**src/rtl/usb_txep_pkg.sv**
```systemverilog
package usb_txep_pkg;

    typedef enum logic [1:0] {
        RESP_DATA  = 2'd0,
        RESP_NAK   = 2'd1,
        RESP_STALL = 2'd2,
        RESP_ZLP   = 2'd3
    } resp_kind_e;

    localparam int B_RDY    = 0;
    localparam int B_NEMPTY = 1;
    localparam int B_UNDER  = 2;
    localparam int B_FLUSH  = 3;
    localparam int B_STALL  = 4;
    localparam int B_STSENT = 5;
    localparam int B_CLRTOG = 6;
    localparam int B_DMAMD  = 10;
    localparam int B_FRCTOG = 11;
    localparam int B_DMAEN  = 12;
    localparam int B_DIR    = 13;
    localparam int B_ISO    = 14;
    localparam int B_AUTO   = 15;

    typedef struct packed {
        logic       autoset;
        logic       iso;
        logic       dir_tx;
        logic       dma_en;
        logic       frc_tog;
        logic       dma_mode;
        logic       stall_done;
        logic       stall_req;
        logic       underrun;
        logic       toggle;
        logic       match_prev;
        logic       resp_valid;
        resp_kind_e resp_kind;
        logic       resp_odd;
        logic       release_p;
        logic       flush_p;
        logic       irq_p;
    } ep_state_t;

endpackage

```
**src/rtl/usb_txep_occ.sv**
```systemverilog
module usb_txep_occ #(
    parameter int NBUF  = 2,
    localparam int OCC_W = $clog2(NBUF + 1)
) (
    input  logic             clk,
    input  logic             rst_n,
    input  logic             arm,
    input  logic             take,
    input  logic             clear_all,
    output logic [OCC_W-1:0] occ,
    output logic             full,
    output logic             nonempty
);
    logic [OCC_W-1:0] occ_d, occ_q;
    logic             can_arm, can_take;

    always_comb begin
        can_arm  = arm && (occ_q < OCC_W'(NBUF));
        can_take = take && (occ_q != '0);
        occ_d    = occ_q;
        if (clear_all)
            occ_d = '0;
        else if (can_arm && !can_take)
            occ_d = occ_q + 1'b1;
        else if (!can_arm && can_take)
            occ_d = occ_q - 1'b1;
    end

    always_ff @(posedge clk) begin
        if (!rst_n) occ_q <= '0;
        else        occ_q <= occ_d;
    end

    assign occ      = occ_q;
    assign full     = (occ_q == OCC_W'(NBUF));
    assign nonempty = (occ_q != '0);

    // queue count never exceeds the number of buffers
    a_r2_occ_range: assert property (@(posedge clk) disable iff (!rst_n)
        occ_q <= OCC_W'(NBUF));
    // a sent stall empties the queue
    a_r12_clear_empties: assert property (@(posedge clk) disable iff (!rst_n)
        clear_all |=> occ_q == '0);
endmodule

```
**src/rtl/usb_txep_resp.sv**
```systemverilog
module usb_txep_resp
    import usb_txep_pkg::*;
(
    input  logic       stall_req,
    input  logic       iso,
    input  logic       have_pkt,
    output resp_kind_e kind,
    output logic       starved
);
    always_comb begin
        starved = 1'b0;
        if (stall_req && !iso) begin
            kind = RESP_STALL;
        end else if (have_pkt) begin
            kind = RESP_DATA;
        end else begin
            starved = 1'b1;
            kind    = iso ? RESP_ZLP : RESP_NAK;
        end
    end
endmodule

```
**src/rtl/usb_txep_ctrl.sv**
```systemverilog
module usb_txep_ctrl
    import usb_txep_pkg::*;
#(
    parameter int CNT_W = 11,
    parameter int NBUF  = 2
) (
    input  logic             clk,
    input  logic             rst_n,
    input  logic             csr_wr,
    input  logic [15:0]      csr_wdata,
    output logic [15:0]      csr_rdata,
    input  logic [CNT_W-1:0] fifo_byte_cnt,
    input  logic [CNT_W-1:0] max_pkt_size,
    input  logic             irq_en,
    input  logic             in_token,
    input  logic             pkt_sent,
    input  logic             ack_rcvd,
    input  logic             stall_sent,
    output logic             resp_valid,
    output logic [1:0]       resp_kind,
    output logic             resp_odd,
    output logic             pkt_release,
    output logic             fifo_flush,
    output logic             irq
);
    localparam int OCC_W = $clog2(NBUF + 1);

    ep_state_t        st_d, st_q;
    logic [OCC_W-1:0] occ;
    logic             q_full, q_nonempty;
    logic             size_hit, arm, retire, flush_wr, take;
    resp_kind_e       kind_w;
    logic             starved;

    usb_txep_occ #(.NBUF(NBUF)) u_occ (
        .clk       (clk),
        .rst_n     (rst_n),
        .arm       (arm),
        .take      (take),
        .clear_all (stall_sent),
        .occ       (occ),
        .full      (q_full),
        .nonempty  (q_nonempty)
    );

    usb_txep_resp u_resp (
        .stall_req (st_q.stall_req),
        .iso       (st_q.iso),
        .have_pkt  (q_nonempty),
        .kind      (kind_w),
        .starved   (starved)
    );

    always_comb begin
        size_hit = st_q.autoset && (max_pkt_size != '0) && (fifo_byte_cnt == max_pkt_size);
        arm      = (csr_wr && csr_wdata[B_RDY]) || (size_hit && !st_q.match_prev);
        retire   = q_nonempty &&
                   ((pkt_sent && (st_q.iso || st_q.frc_tog)) ||
                    (ack_rcvd && !st_q.iso && !st_q.frc_tog));
        flush_wr = csr_wr && csr_wdata[B_FLUSH] && q_nonempty;
        take     = retire || flush_wr;

        st_d            = st_q;
        st_d.match_prev = size_hit;
        if (csr_wr) begin
            st_d.autoset    = csr_wdata[B_AUTO];
            st_d.iso        = csr_wdata[B_ISO];
            st_d.dir_tx     = csr_wdata[B_DIR];
            st_d.dma_en     = csr_wdata[B_DMAEN];
            st_d.frc_tog    = csr_wdata[B_FRCTOG];
            st_d.dma_mode   = csr_wdata[B_DMAMD];
            st_d.stall_req  = csr_wdata[B_STALL];
            st_d.underrun   = st_q.underrun & csr_wdata[B_UNDER];
            st_d.stall_done = st_q.stall_done & csr_wdata[B_STSENT];
        end
        if (in_token && starved) st_d.underrun   = 1'b1;
        if (stall_sent)          st_d.stall_done = 1'b1;

        if (csr_wr && csr_wdata[B_CLRTOG])
            st_d.toggle = 1'b0;
        else if (retire && !st_q.iso)
            st_d.toggle = !st_q.toggle;

        st_d.resp_valid = in_token;
        st_d.resp_kind  = in_token ? kind_w : RESP_DATA;
        st_d.resp_odd   = in_token ? st_q.toggle : 1'b0;
        st_d.release_p  = retire;
        st_d.flush_p    = flush_wr || stall_sent;
        st_d.irq_p      = retire && irq_en;
    end

    always_ff @(posedge clk) begin
        if (!rst_n) st_q <= '0;
        else        st_q <= st_d;
    end

    assign csr_rdata = {st_q.autoset, st_q.iso, st_q.dir_tx, st_q.dma_en,
                        st_q.frc_tog, st_q.dma_mode, 3'b000, 1'b0,
                        st_q.stall_done, st_q.stall_req, 1'b0, st_q.underrun,
                        q_nonempty, q_full};
    assign resp_valid  = st_q.resp_valid;
    assign resp_kind   = st_q.resp_kind;
    assign resp_odd    = st_q.resp_odd;
    assign pkt_release = st_q.release_p;
    assign fifo_flush  = st_q.flush_p;
    assign irq         = st_q.irq_p;

    // an answer only follows an IN token
    a_r4_resp_after_token: assert property (@(posedge clk) disable iff (!rst_n)
        resp_valid |-> $past(in_token));
    // a starved, unstalled IN token leaves the underrun flag set
    a_r5_underrun_set: assert property (@(posedge clk) disable iff (!rst_n)
        (in_token && !q_nonempty && !(st_q.stall_req && !st_q.iso)) |=> csr_rdata[B_UNDER]);
    // interrupt only when enabled
    a_r9_irq_enabled: assert property (@(posedge clk) disable iff (!rst_n)
        irq |-> $past(irq_en));
    // flush request on an empty queue pulses nothing
    a_r10_idle_flush: assert property (@(posedge clk) disable iff (!rst_n)
        (csr_wr && csr_wdata[B_FLUSH] && !q_nonempty && !stall_sent) |=> !fifo_flush);
    // stall sent sets the flag and flushes
    a_r12_stall_flush: assert property (@(posedge clk) disable iff (!rst_n)
        stall_sent |=> (fifo_flush && csr_rdata[B_STSENT] && csr_rdata[1:0] == 2'b00));
    // toggle reset wins
    a_r13_clr_toggle: assert property (@(posedge clk) disable iff (!rst_n)
        (csr_wr && csr_wdata[B_CLRTOG]) |=> !st_q.toggle);
endmodule

```
**config.mk**
```make
export PLATFORM = sky130hd
export DESIGN_NAME = usb_txep_ctrl
export DESIGN_NICKNAME = d
export VERILOG_FILES = /design/src/rtl/usb_txep_pkg.sv /design/src/rtl/usb_txep_occ.sv /design/src/rtl/usb_txep_resp.sv /design/src/rtl/usb_txep_ctrl.sv
export SDC_FILE = /design/constraint.sdc
export NUM_CORES = 1
export LEC_CHECK = 0
export ABC_AREA = 1
export BUFFER_PORTS_ARGS = -buffer_cell sky130_fd_sc_hd__buf_2
export CORE_MARGIN = 5
export CORE_UTILIZATION = 30
export DETAILED_ROUTE_END_ITERATION = 10
export GPL_TIMING_DRIVEN = 0
export SKIP_LAST_GASP = 1
export SLEW_MARGIN = 30
export SYNTH_ARGS = -nofsm -noshare
export SYNTH_HDL_FRONTEND = slang
export SYNTH_SLANG_ARGS = --single-unit
```
**constraint.sdc**
```tcl
create_clock -name clk -period 3.5 [get_ports clk]
set_input_delay 0.35 -clock clk [delete_from_list [all_inputs] [get_ports clk]]
set_output_delay 0.35 -clock clk [all_outputs]
set_load 0.05 [all_outputs]
```
==> results_dict.tcl <==
set metrics [dict create \
    critPathCaptureType "register" \
    fp.dieH_um 74.2 \
    cts_inserted_buffers 3 \
    pwr_density_cell_nw_per_um2 369 \
    most_repeated_cell_in_the_gate_level_netlist_after_synthesis "sky130_fd_sc_hd__nand2_1" \
    start_kind "register" \
    area_growth_syn_to_layout_pct 33.1 \
    period_needed_ps 1780 \
    sequential_fraction_of_the_synthesis_area 0.324 \
    timing.final.crit_share 0.507 \
    route.final.wire_length_mm 3.00 \
    path_buf_inv 1 \
    ys_dominant_reg_cell "sky130_fd_sc_hd__dfxtp_1" \
    timing.final.hold_violations 0 \
    clock_tree.buffer_depth 2 \
    synth_edf_count 0 \
    netlist_area_um2 1240 \
    crit_required_ps 3690 \
    design.final.nets 317 \
    grt_use_total 0.106 \
    tritoncts_num_sinks 20 \
    antenna_left 0 \
    cp_cell_sequence "nor2_1 > nor2_1 > nor2_1 > nand2_2 > nand2_1 > inv_1 > ha_1 > a21oi_1 > o21ai_0 > xor2_1 > nor2_1" \
    grt_max_degree 11 \
    setup_repair_after_global_routing_missed_its_margin "false" \
    drt-pass1-iter-count 4 \
    antenna_cells 0 \
    initial_core_util 0.309 \
    hold_buffers 0 \
    largest_family_of_logic_cells_by_synthesized_area "simple AND/OR/NAND/NOR gates" \
    number_of_setup_violations_in_the_final_report 0 \
    max_cap_viol_count 0 \
    cts_tree "yes" \
    synth.lib_cells_used.distinct 23 \
    synth.mux.area_fraction 0 \
    worstSetupPathType "reg2reg" \
    grt_overflow 0 \
    drc 0 \
    final-max-slew-violation-count 0 \
    cts_max_level 1 \
    worst_clock_skew_ps 3.64 \
    cpLargestDelayFamily "simple AND/OR/NAND/NOR gates" \
    clk_latency_ps 250 \
    post_synth_fa_ha_maj_area_fraction 0.0101 \
    cell_type_of_the_slowest_stage_on_the_worst_timing_path "sky130_fd_sc_hd__dfxtp_1" \
    synthesis.instances 203 \
    synth_xor_xnor_area_share 0.0142 \
    achievable_clock_frequency_mhz 563 \
    floorplan.die_area_um2 5510 \
    grt_pass1_wl_mm 4.68 \
    timing.critical_path.fanout_max 5 \
    fp.dieW_um 74.2 \
    post_cts_resized 0 \
    synthesis.area_per_instance_um2 6.10 \
    ys_top_cells_by_area "sky130_fd_sc_hd__dfxtp_1 32%, sky130_fd_sc_hd__nand2_1 17%, sky130_fd_sc_hd__nor2_1 12%, sky130_fd_sc_hd__buf_4 11%, sky130_fd_sc_hd__inv_1 10%" \
    place_congestion 0.800 \
    post_route_non_filler_standard_cell_count 318 \
    status "completed" \
    worst_path_largest_cell_delay_ps 370 \
    totalNegativeSetupSlack_ps 0 \
    post_cts_setup_buffers 0 \
    route.detailed.wl_per_inst_um 9.43 \
    async_reset_ff_frac 0 \
    dr_total_vias 1251 \
    cts.clk_slew.worst_paths_ps 70 \
    coreArea_um2 4000 \
    cp.arrival_ps 1970 \
    average_vias_per_placed_instance 3.93 \
    ys_seq_elements 20 \
    ios 69 \
    place.detailed.instances 315 \
    complex_gate_fraction_of_the_synthesized_area 0.0849 \
    total_number_of_yosys_warnings 0 \
    synth_top_cells_by_count "57 x sky130_fd_sc_hd__nand2_1, 38 x sky130_fd_sc_hd__nor2_1, 33 x sky130_fd_sc_hd__inv_1" \
    detailedRoute.firstIterationViolations 31 \
    power_leakage_uw 0.000998 \
    grt_pass1_vias 1141 \
    antenna_found_initial 0 \
    ir_worst_vdd_mv 0.123 \
    placementRows 23 \
    post-synth-top-area-cell "sky130_fd_sc_hd__dfxtp_1" \
    synthSimpleGateAreaFrac 0.345 \
    port_buffers 58 \
    dp.final_hpwl_mm 2.57 \
    area_share_of_the_largest_cell_type_after_synthesis 0.324 \
    min-delay-path-class "in2reg" \
    cpMostUsedCell "sky130_fd_sc_hd__nor2_1" \
    cts_root_buf "sky130_fd_sc_hd__clkbuf_8" \
    layout_cells_sized_above_1 0.321 \
]
-- logic make-up (layout without fill, tap and decap cells) --
logic type                 Yosys count  in the layout
AOI/OAI and AO/OA                   19             19
xor gates and xnor gates             2              2
adders and majority gates            1              1
buffers and inverters               54            115
DFF                                 20             20
other                                1              5
and+or+nand+nor                    106            106
-- layout make-up --
type                    count  area (um^2)
plain buffers              20          144
clock buffers               3         41.3
fillers                   449         2350
inverters                  34          128
multi-input cells         133          581
flip-flops and latches     20          400
well taps                  50         62.6
repair buffers             58          290
-- worst min-delay path, stage by stage --
cell                     delay, ps
sky130_fd_sc_hd__buf_2          70
sky130_fd_sc_hd__nor2_1         40
sky130_fd_sc_hd__nor2_1         80
-- registers in the layout, indices dropped and copies added, names as in the netlist --
signal,count
csr_rdata,9
resp_kind,2
st_q,2
u_occ.occ,2
fifo_flush,1
irq,1
pkt_release,1
resp_odd,1
resp_valid,1
-- metal layers --
metal / up-vias / share of wire / track usage
li1: 716 / - / -
met4: 0 / 0.0087 / 0.0237
met1: 500 / 0.44 / 0.126
met3: 2 / 0.074 / 0.0338
met2: 33 / 0.47 / 0.187
met5: - / 0 / 0
-- worst paths after layout --
check                              from                          to  slack (ps)  cells past startpoint
min reg2reg        st_q[8]$_SDFFE_PP0P_        st_q[8]$_SDFFE_PP0P_         450                      2
max          csr_rdata[14]$_SDFFE_PN0P_   u_occ.occ[1]$_SDFFE_PP0P_        1720                     11
max reg2reg  csr_rdata[14]$_SDFFE_PN0P_   u_occ.occ[1]$_SDFFE_PP0P_        1720                     11
min                       csr_wdata[11]  csr_rdata[11]$_SDFFE_PN0P_         320                      3
-- stage by stage --
| step | total power, uW | utilization | hold slack, ps | cell area [um^2] | setup WS, ps |
|---|---|---|---|---|---|
| 2_1_floorplan | 414 | - | 434 | 1250 | 1850 |
| 3_3_place_gp | 467 | 0.401 | 444 | 1610 | 1600 |
| 3_5_place_dp | 469 | 0.401 | 446 | 1610 | 1570 |
| 4_1_cts | 611 | 0.412 | 320 | 1650 | 1720 |
| 5_1_grt | 641 | 0.412 | 324 | 1650 | 1510 |
| 6_report | 607 | 0.412 | 317 | 1650 | 1720 |
-- cell usage in the layout (no fill, tap or decap) --
cell	instances
sky130_fd_sc_hd__nor3b_2	1
sky130_fd_sc_hd__nand2_2	1
sky130_fd_sc_hd__nand3_1	4
sky130_fd_sc_hd__buf_4	18
sky130_fd_sc_hd__o21ai_0	10
sky130_fd_sc_hd__xor2_1	2
sky130_fd_sc_hd__inv_2	1
sky130_fd_sc_hd__a21oi_1	6
sky130_fd_sc_hd__clkbuf_1	1
sky130_fd_sc_hd__dfxtp_1	20
sky130_fd_sc_hd__nor3_1	1
sky130_fd_sc_hd__conb_1	5
sky130_fd_sc_hd__clkbuf_8	3
sky130_fd_sc_hd__nand2_1	57
sky130_fd_sc_hd__o211ai_1	1
sky130_fd_sc_hd__ha_1	1
sky130_fd_sc_hd__nor3b_1	1
sky130_fd_sc_hd__a21oi_2	1
sky130_fd_sc_hd__nor2_2	1
sky130_fd_sc_hd__o21ai_2	1
sky130_fd_sc_hd__nor2_1	38
sky130_fd_sc_hd__nand4_1	2
sky130_fd_sc_hd__inv_1	33
sky130_fd_sc_hd__buf_2	59
-- where the power goes --
group | internal (uW) | switching [uW]
logic | 74.3 | 136
clock network | 76.5 | 67.8
registers | 243 | 9.91
Power figures use the tool's default switching activity.
